===== config.mk =====
export PLATFORM = sky130hd
export DESIGN_NAME = sdr_init_refresh_seq
export DESIGN_NICKNAME = d
export VERILOG_FILES = /design/src/rtl/sdr_seq_pkg.sv /design/src/rtl/sdr_rfsh_timer.sv /design/src/rtl/sdr_cmd_enc.sv /design/src/rtl/sdr_init_refresh_seq.sv
export SDC_FILE = /design/constraint.sdc
export NUM_CORES = 1
export LEC_CHECK = 0
export CAP_MARGIN = 10
export CORE_UTILIZATION = 61
export DETAILED_ROUTE_END_ITERATION = 8
export DONT_BUFFER_PORTS = 1
export MAX_ROUTING_LAYER = met4
export PLACE_DENSITY = 0.77
export SYNTH_ARGS = -nofsm -noshare
export SYNTH_HDL_FRONTEND = slang
export SYNTH_HIERARCHICAL = 1
export SYNTH_SLANG_ARGS = --single-unit

===== constraint.sdc =====
create_clock -name clk -period 2.62 [get_ports clk]
set_input_delay 0.131 -clock clk [delete_from_list [all_inputs] [get_ports clk]]
set_output_delay 0.131 -clock clk [all_outputs]
set_load 0.05 [all_outputs]

===== src/rtl/sdr_seq_pkg.sv =====
package sdr_seq_pkg;

    typedef enum logic [1:0] {
        CMD_NOP,
        CMD_PRE,
        CMD_REF,
        CMD_MRS
    } cmd_e;

    typedef enum logic [2:0] {
        ST_CLKWAIT,
        ST_AFTER_PRE,
        ST_AFTER_REF,
        ST_AFTER_MRS,
        ST_IDLE,
        ST_REQ,
        ST_SELF,
        ST_EXIT_WAIT
    } state_e;

    typedef enum logic [2:0] {
        PH_INIT1,
        PH_INIT2,
        PH_AUTO,
        PH_SUSP,
        PH_EXIT
    } phase_e;

endpackage


===== src/rtl/sdr_rfsh_timer.sv =====
module sdr_rfsh_timer #(
    parameter int unsigned INTERVAL = 1875
) (
    input  logic clk,
    input  logic rst_n,
    input  logic en,
    input  logic clr,
    output logic pend
);
    localparam int CW = (INTERVAL > 2) ? $clog2(INTERVAL) : 1;

    typedef struct packed {
        logic [CW-1:0] cnt;
        logic          pend;
    } tmr_t;

    tmr_t r_q, r_d;

    always_comb begin
        r_d = r_q;
        if (clr) r_d.pend = 1'b0;
        if (!en) begin
            r_d.cnt = CW'(INTERVAL - 1);
        end else if (r_q.cnt == '0) begin
            r_d.cnt  = CW'(INTERVAL - 1);
            r_d.pend = 1'b1;
        end else begin
            r_d.cnt = r_q.cnt - 1'b1;
        end
    end

    always_ff @(posedge clk) begin
        if (!rst_n) begin
            r_q.cnt  <= CW'(INTERVAL - 1);
            r_q.pend <= 1'b0;
        end else begin
            r_q <= r_d;
        end
    end

    assign pend = r_q.pend;
endmodule


===== src/rtl/sdr_cmd_enc.sv =====
module sdr_cmd_enc
    import sdr_seq_pkg::*;
#(
    parameter int          ADDR_W      = 13,
    parameter int          BA_W        = 2,
    parameter int          PRE_ALL_BIT = 10,
    parameter int unsigned MODE_VALUE  = 32'h0033
) (
    input  cmd_e              cmd,
    input  logic              own,
    output logic              cs_n,
    output logic              ras_n,
    output logic              cas_n,
    output logic              we_n,
    output logic [ADDR_W-1:0] addr,
    output logic [BA_W-1:0]   ba
);
    always_comb begin
        cs_n  = 1'b1;
        ras_n = 1'b1;
        cas_n = 1'b1;
        we_n  = 1'b1;
        addr  = '0;
        ba    = '0;
        if (own) begin
            cs_n = 1'b0;
            case (cmd)
                CMD_PRE: begin
                    ras_n             = 1'b0;
                    we_n              = 1'b0;
                    addr[PRE_ALL_BIT] = 1'b1;
                end
                CMD_REF: begin
                    ras_n = 1'b0;
                    cas_n = 1'b0;
                end
                CMD_MRS: begin
                    ras_n = 1'b0;
                    cas_n = 1'b0;
                    we_n  = 1'b0;
                    addr  = ADDR_W'(MODE_VALUE);
                end
                default: ;
            endcase
        end
    end
endmodule


===== src/rtl/sdr_init_refresh_seq.sv =====
module sdr_init_refresh_seq
    import sdr_seq_pkg::*;
#(
    parameter int          ADDR_W      = 13,
    parameter int          BA_W        = 2,
    parameter int          PRE_ALL_BIT = 10,
    parameter int unsigned MODE_VALUE  = 32'h0033,
    parameter int          INIT_REFS   = 8,
    parameter int          T_RP        = 3,
    parameter int          T_RFC       = 9,
    parameter int          T_MRD       = 2,
    parameter int          T_XSR       = 10,
    parameter int          CLK_MHZ     = 125,
    parameter int          REFRESH_NS  = 15000
) (
    input  logic              clk,
    input  logic              rst_n,
    input  logic              clk_stable,
    input  logic              suspend,
    input  logic              bus_gnt,
    output logic              bus_req,
    output logic              bus_own,
    output logic              init_done,
    output logic              cke,
    output logic              cs_n,
    output logic              ras_n,
    output logic              cas_n,
    output logic              we_n,
    output logic [ADDR_W-1:0] addr,
    output logic [BA_W-1:0]   ba
);
    localparam int REFI   = CLK_MHZ * REFRESH_NS / 1000;
    localparam int MAX_A  = (T_RP > T_RFC) ? T_RP : T_RFC;
    localparam int MAX_B  = (T_MRD > T_XSR) ? T_MRD : T_XSR;
    localparam int MAXW   = (MAX_A > MAX_B) ? MAX_A : MAX_B;
    localparam int WAIT_W = $clog2(MAXW + 1);
    localparam int REF_W  = $clog2(INIT_REFS + 1);

    typedef struct packed {
        state_e              state;
        phase_e              phase;
        logic [WAIT_W-1:0]   wt;
        logic [REF_W-1:0]    refs;
        cmd_e                cmd;
        logic                cke;
        logic                req;
        logic                own;
        logic                done;
    } seq_t;

    seq_t r_q, r_d;
    logic rfsh_pend;
    logic rfsh_clr;

    sdr_rfsh_timer #(.INTERVAL(REFI)) i_timer (
        .clk   (clk),
        .rst_n (rst_n),
        .en    (r_q.done),
        .clr   (rfsh_clr),
        .pend  (rfsh_pend)
    );

    always_comb begin
        r_d     = r_q;
        r_d.cmd = CMD_NOP;
        if (r_q.wt != '0) r_d.wt = r_q.wt - 1'b1;

        case (r_q.state)
            ST_CLKWAIT: begin
                if (clk_stable) begin
                    r_d.cke   = 1'b1;
                    r_d.cmd   = CMD_PRE;
                    r_d.wt    = WAIT_W'(T_RP - 1);
                    r_d.state = ST_AFTER_PRE;
                end
            end
            ST_AFTER_PRE: begin
                if (r_q.wt == '0) begin
                    r_d.cmd = CMD_REF;
                    if (r_q.phase == PH_SUSP) begin
                        r_d.cke   = 1'b0;
                        r_d.state = ST_SELF;
                    end else begin
                        r_d.wt    = WAIT_W'(T_RFC - 1);
                        r_d.refs  = REF_W'(r_q.refs + 1'b1);
                        r_d.state = ST_AFTER_REF;
                    end
                end
            end
            ST_AFTER_REF: begin
                if (r_q.wt == '0) begin
                    case (r_q.phase)
                        PH_INIT1: begin
                            if (r_q.refs == REF_W'(INIT_REFS)) begin
                                r_d.cmd   = CMD_MRS;
                                r_d.wt    = WAIT_W'(T_MRD - 1);
                                r_d.refs  = '0;
                                r_d.state = ST_AFTER_MRS;
                            end else begin
                                r_d.cmd  = CMD_REF;
                                r_d.wt   = WAIT_W'(T_RFC - 1);
                                r_d.refs = REF_W'(r_q.refs + 1'b1);
                            end
                        end
                        PH_INIT2: begin
                            if (r_q.refs == REF_W'(INIT_REFS)) begin
                                r_d.done  = 1'b1;
                                r_d.own   = 1'b0;
                                r_d.refs  = '0;
                                r_d.state = ST_IDLE;
                            end else begin
                                r_d.cmd  = CMD_REF;
                                r_d.wt   = WAIT_W'(T_RFC - 1);
                                r_d.refs = REF_W'(r_q.refs + 1'b1);
                            end
                        end
                        default: begin
                            r_d.req   = 1'b0;
                            r_d.own   = 1'b0;
                            r_d.refs  = '0;
                            r_d.state = ST_IDLE;
                        end
                    endcase
                end
            end
            ST_AFTER_MRS: begin
                if (r_q.wt == '0) begin
                    r_d.phase = PH_INIT2;
                    r_d.cmd   = CMD_REF;
                    r_d.wt    = WAIT_W'(T_RFC - 1);
                    r_d.refs  = REF_W'(1);
                    r_d.state = ST_AFTER_REF;
                end
            end
            ST_IDLE: begin
                if (suspend || rfsh_pend) begin
                    r_d.req   = 1'b1;
                    r_d.state = ST_REQ;
                end
            end
            ST_REQ: begin
                if (bus_gnt) begin
                    r_d.own   = 1'b1;
                    r_d.phase = suspend ? PH_SUSP : PH_AUTO;
                    r_d.cmd   = CMD_PRE;
                    r_d.wt    = WAIT_W'(T_RP - 1);
                    r_d.state = ST_AFTER_PRE;
                end
            end
            ST_SELF: begin
                if (!suspend) begin
                    r_d.cke   = 1'b1;
                    r_d.phase = PH_EXIT;
                    r_d.wt    = WAIT_W'(T_XSR - 1);
                    r_d.state = ST_EXIT_WAIT;
                end
            end
            ST_EXIT_WAIT: begin
                if (r_q.wt == '0) begin
                    r_d.cmd   = CMD_REF;
                    r_d.wt    = WAIT_W'(T_RFC - 1);
                    r_d.state = ST_AFTER_REF;
                end
            end
            default: r_d.state = ST_CLKWAIT;
        endcase

        rfsh_clr = r_q.done && (r_d.cmd == CMD_REF);
    end

    always_ff @(posedge clk) begin
        if (!rst_n) begin
            r_q.state <= ST_CLKWAIT;
            r_q.phase <= PH_INIT1;
            r_q.wt    <= '0;
            r_q.refs  <= '0;
            r_q.cmd   <= CMD_NOP;
            r_q.cke   <= 1'b0;
            r_q.req   <= 1'b0;
            r_q.own   <= 1'b1;
            r_q.done  <= 1'b0;
        end else begin
            r_q <= r_d;
        end
    end

    sdr_cmd_enc #(
        .ADDR_W      (ADDR_W),
        .BA_W        (BA_W),
        .PRE_ALL_BIT (PRE_ALL_BIT),
        .MODE_VALUE  (MODE_VALUE)
    ) i_enc (
        .cmd   (r_q.cmd),
        .own   (r_q.own),
        .cs_n  (cs_n),
        .ras_n (ras_n),
        .cas_n (cas_n),
        .we_n  (we_n),
        .addr  (addr),
        .ba    (ba)
    );

    assign bus_req   = r_q.req;
    assign bus_own   = r_q.own;
    assign init_done = r_q.done;
    assign cke       = r_q.cke;
endmodule


==> impl_metrics.ini, run 1 <==
[synth]
synth_adder_area_share = 0.02966
synth_top_cells_by_area = dfxtp_1 (30%), buf_4 (5.0%), nand2_1 (3.7%)
synthDominantCellAreaShare = 0.3037
synth_cells = 262
ys.flop_type = dfxtp_1
synth_top_family_by_area = simple AND/OR/NAND/NOR gates
ys_ff_latch = 32
async_flop_share = 0
synth-xor-area-share = 0.008304
yosys.area.top_type = dfxtp_1
yosysUniqueCellTypes = 61
synth_area_sq_um = 2110
yosys_warnings = 6
synthMuxAreaShare = 0.01423
synth-compound-area-share = 0.2384
synth_enable_flop_cells = 0
synth-seq-area-share = 0.3037
syn_area_per_cell_sq_um = 8.052
yosys.area_share.simple = 0.3049

[global_route]
grt_pass1_wl_um = 7886
grt-ovfl-total = 0
grt_usage = 0.3022
grt_pass1_vias = 1707
grt_max_degree = 23
antenna_found_initial = 0

[clock_network]
cts_setup_buffers = 0
clkLatencyLatePin_ns = 0.34
cts_max_path_buffers = 2
root_buffer = clkbuf_4
cts_tree = built
h-tree-depth = 2
cts_resized = 0
clkSlewWorstSetupHoldPaths_ns = 0.10
cts_hold_buffers = 1
cts_sinks = 32
cts_inserted_buffers = 5

[finish]
nFillCells = 276
nets = 270
multi_input_area_sq_um = 1295
regArea_sq_um = 640.6
antenna_cells = 0
final_cells = 305
areaGrowthSynthToFinish_pct = 2.906
layout-drive-gt1-share = 0.1073

[sta]
skew_ns = 0.003775
finalHoldViolations = 0
setup_tns_ns = 0
finalMaxSlewViolations = 0
rsz0062_at_grt = no
fmax_ghz = 0.4283
relSlewSlack = 0.5130
worst_slew_pin_slew_ns = 0.7295
period_needed_ns = 2.335
fin_crit_sh = 0.8912
setup_viol = 0

[critical_path]
rrSetupSlack_ns = 0.29
required_ns = 2.85
cp-start-kind = register
critPathKind = reg -> reg
worst_ep_arrival_time_ns = 2.56
path_max_fanout = 13
cp-end-kind = register

[power]
power_frac_clock = 0.177
power_density_nw_per_um2 = 970.9
vdd_drop_max_v = 0.0004154
power_mw = 2.108
p_sw_mw = 0.9815
p_seq_frac = 0.339
p_comb_frac = 0.484
internal_power_mw = 1.126
leakage_nw = 0.7957
p_sw_frac = 0.4657

[placed_design]
io_buffers = 0
placedCellCount = 296
dp_hpwl_um = 3399
gp_congestion = 0.9935

[drt]
drc = 0
first_pass_iters = 5
wl_um = 4841
final_antenna_net_count = 0
drt_iter0_markers = 220
wire_per_inst_um = 15.87
avgViaCountPerCell = 6.505
vias = 1984

[floorplan]
fp-row-count = 20
die_h_um = 60.81
coreArea_sq_um = 3178
ios = 28
initial_core_util = 0.6638
die_area_sq_um = 3697
die_x_um = 60.81

[flow_run]
max-cap-violations = 0

[status]
status = completed

[min_path]
hold_path.class = in -> reg
[final cells by class]
cell class / count / area share
Multi-Input combinational cell: 201 / 0.5965
Tap cell: 44 / 0.02536
Clock inverter: 2 / 0.01614
Clock buffer: 6 / 0.01902
Inverter: 13 / 0.02248
Timing Repair Buffer: 7 / 0.02536
Sequential cell: 32 / 0.2951
[state kept, by name, summed over array words and instances, names as in the netlist]
| signal | flops |
|---|---|
| bus_own | 1 |
| bus_req | 1 |
| cke | 1 |
| i_timer/pend | 1 |
| i_timer/r_q | 11 |
| init_done | 1 |
| r_q | 16 |
[through the flow]
stage	cell area, sq um	setup slack, ns	utilization	hold slack [ns]
after floorplan	2143	0.5483	-	0.2733
after detailed placement	2085	0.3226	0.6559	0.2515
after global placement	2085	0.4318	0.6559	0.2526
after global routing	2171	0.1131	0.6831	0.02384
after CTS	2171	0.3099	0.6831	0.01469
final	2171	0.2851	0.6831	0.02311
[worst paths after layout]
path                            depth (start not counted)      end     from
worst max-delay path                                    8  r_q[10]  r_q[10]
worst min-delay path                                    2  bus_req  suspend
worst min register to register                          2   r_q[8]   r_q[8]
worst max register to register                          8  r_q[10]  r_q[10]
[layer usage]
layer	vias up	GRT usage	wire length [um]	part of all wire
met2	123	0.4286	2083	0.43
li1	945	-	-	-
met1	897	0.4081	2103	0.43
met4	0	0.1331	119	0.025
met5	-	-	0	0
met3	19	0.06823	535	0.11
[cells by family (layout without fill, tap and decap cells)]
group	after synthesis	count (layout)
muxes	3	3
AOI/OAI and AO/OA	73	73
and+or+nand+nor	108	108
adders and majority gates	5	5
buffers and inverters	38	28
xor gates and xnor gates	2	2
DFF	32	32
other	1	10
[critical path, stage by stage, from the launching register on]
cell       delay (ns)
dfxtp_1          0.32
inv_1            0.10
ha_1             0.24
nor3b_2          0.36
inv_2            0.20
ha_1             0.35
a211oi_2         0.22
nor3b_1          0.08
a2111oi_1        0.36
[synthesized netlist by cell type, types with 2 or more instances]
cell / number
nor2b_1: 3
or4_1: 4
a221oi_1: 2
nand2b_1: 9
buf_2: 5
a21oi_1: 14
and3_1: 3
buf_4: 14
o21ai_0: 15
a211oi_1: 2
ha_1: 5
nand4_1: 2
a31oi_1: 5
mux2i_1: 3
nor3b_1: 3
a211oi_2: 3
and3b_1: 3
nand3b_1: 2
xnor2_1: 2
a22o_1: 2
a21o_1: 2
o2bb2ai_1: 2
buf_1: 2
nand2_1: 21
clkbuf_1: 3
inv_1: 12
o31ai_1: 5
a311oi_1: 2
or3_1: 7
and2_1: 3
o211ai_1: 3
nor3_1: 9
nand3_1: 12
nor2_1: 15
or4_4: 2
dfxtp_1: 32
o22a_1: 2
a21boi_0: 2
o22ai_1: 3
[placed cells by master (no fill, tap or decap), types with 3 or more instances in the layout]
master / count
a21oi_1: 14
nor3_1: 9
or3_1: 7
o22ai_1: 3
or4_1: 4
nor2b_1: 3
nand2b_1: 9
inv_1: 12
nor2_1: 15
o21ai_0: 15
clkbuf_4: 5
o211ai_1: 3
and2_1: 3
ha_1: 5
mux2i_1: 3
a211oi_2: 3
and3b_1: 3
a31oi_1: 5
nor3b_1: 3
nand3_1: 12
nand2_1: 21
dfxtp_1: 32
buf_4: 6
conb_1: 10
o31ai_1: 5
[power by group through the flow]
stage	logic [mW]	registers, mW	clock network, mW
floorplan	0.903	0.632	0
finish	1.02	0.715	0.373
detailed placement	0.984	0.719	0
global placement	0.983	0.718	0
global route	1.10	0.727	0.402
CTS	0.995	0.708	0.386
(Power assumes the default switching activity.)
==> run 2: changes to the inputs <==
CORE_MARGIN = 2   (was not set)
SETUP_SLACK_MARGIN = 0.3   (was not set)
SLEW_MARGIN = 15   (was not set)
==> run 2 against run 1 <==
  * Global-route usage is 4.0 points lower
  * Combinational power rose by 4%
  * Register-to-register slack gained 0.21 ns
  * Cell count rose by 0.98%
  * Critical path depth fell by 3
  * Maximum frequency rose by 9.8%
  * Clock power barely moved
  * Critical endpoint is now r_q[19]
==> impl_metrics.ini, run 2 (synthesis results as in run 1) <==
[status]
status = completed

[clock_network]
cts_sinks = 32
clkLatencyLatePin_ns = 0.35
cts_max_path_buffers = 2
clkSlewWorstSetupHoldPaths_ns = 0.11
root_buffer = clkbuf_4
cts_tree = built
h-tree-depth = 2
cts_inserted_buffers = 5

[drt]
met3_length_um = 400
dr_wl_met2_um = 2164
avgViaCountPerCell = 6.321
vias = 1947
drt_iter0_markers = 178
wl_um = 4717
final_antenna_net_count = 0
met1_length_um = 2018
drc = 0
first_pass_iters = 5
highest_layer = met4
wire_per_inst_um = 15.31

[critical_path]
cp-startpoint = r_q[19]
worstRegToRegCells = 5
rrSetupSlack_ns = 0.49
path_max_fanout = 22
r2r_start = r_q[19]
worst_ep_arrival_time_ns = 2.40
critPathKind = reg -> reg
cp-end-kind = register
crit_end = r_q[19]
required_ns = 2.89
r2r_end = r_q[19]
cp-start-kind = register

[sta]
setup_viol = 0
period_needed_ns = 2.126
finalMaxSlewViolations = 0
fin_crit_sh = 0.8113
rsz0062_at_grt = no
finalHoldViolations = 0
setup_tns_ns = 0
relSlewSlack = 0.4897
skew_ns = 0.01425
fmax_ghz = 0.4705
worst_slew_pin_slew_ns = 0.7645

[floorplan]
die_x_um = 62.81
fp-row-count = 21
die_h_um = 62.81
ios = 28
coreArea_sq_um = 3337
initial_core_util = 0.6322
die_area_sq_um = 3944

[placed_design]
gp_congestion = 0.9308
dp_hpwl_um = 3333
io_buffers = 0

[finish]
top_register = r_q
largestRegisters = r_q: 16 flops, i_timer/r_q: 11 flops
layout_commonest_cell = dfxtp_1
final_core_util = 0.6558
final_cell_mix = dfxtp_1 (32), nand2_1 (21), nor2_1 (15), o21ai_0 (15), a21oi_1 (14)
layout-drive-gt1-share = 0.1107
antenna_cells = 0
nFillCells = 291
areaGrowthSynthToFinish_pct = 3.737
regArea_sq_um = 640.6
largest_reg_flops = 16
nets = 271
multi_input_area_sq_um = 1303

[power]
leakage_nw = 0.8027
power_mw = 2.145
power_density_nw_per_um2 = 980.3
vdd_drop_max_v = 0.0003863

[global_route]
antenna_found_initial = 0
grt_pass1_wl_um = 8010
grt_usage = 0.2626
grt-ovfl-total = 0
grt_pass1_vias = 1657
grt_max_degree = 23

[min_path]
hp-start = rst_n
hold_path.class = in -> reg

[flow_run]
max-cap-violations = 0
[run 2: cell types whose count changed in the layout (fill, tap and decap cells not counted), sizes merged]
cell and delta:
buf +1
[run 2: power breakdown]
group / switching (mW) / internal [mW]
clock network: 0.173 / 0.200
logic: 0.651 / 0.409
registers: 0.160 / 0.552
total: 0.984 / 1.16
[run 2: area by class of cell]
| type | instances | share of cell area |
|---|---|---|
| flip-flops and latches | 32 | 0.2927 |
| clock inverters | 2 | 0.01601 |
| repair buffers | 8 | 0.02859 |
| multi-input cells | 201 | 0.5952 |
| well taps | 46 | 0.02630 |
| inverters | 13 | 0.02230 |
| clock buffers | 6 | 0.01887 |
[run 2: worst min-delay path by stage]
stage,to,slack [ns],cells past startpoint
after floorplan,i_timer/pend,0.27,2
after global placement,r_q[4],0.25,2
after detailed placement,r_q[4],0.25,2
after CTS,r_q[11],0.005,2
after global routing,r_q[11],0.02,2
final,r_q[11],0.03,2
[run 2: layer usage]
| layer | GRT usage | vias to the layer above |
|---|---|---|
| met4 | 0.09722 | 0 |
| met1 | 0.3386 | 882 |
| met2 | 0.3938 | 101 |
| met3 | 0.07207 | 21 |
| met5 | - | - |
| li1 | - | 943 |
[run 2: timing repair]
action | 4_1_cts | 5_1_grt
setup endpoints to repair | 0 | 1
hold buffers | 1 | 0
gates resized for setup | 0 | 2
setup buffers | 0 | 1
endpoints found under the hold margin | 9 | 0
[run 2: critical path: stages (launching register included)]
cell and delay [ns]:
dfxtp_1 0.83, nand2b_1 0.25, a21o_1 0.25, a211oi_2 0.34, a21oi_1 0.11, a311oi_1 0.25
[run 2: per-stage QoR]
stage	instances	setup WS, ns	hold WS [ns]	instance area [sq um]
floorplan	271	0.5483	0.2733	2143
global placement	298	0.4379	0.2548	2087
detailed placement	298	0.3835	0.2526	2087
CTS	307	0.3620	0.005447	2173
global route	308	0.3562	0.01535	2188
finish	308	0.4944	0.02619	2188
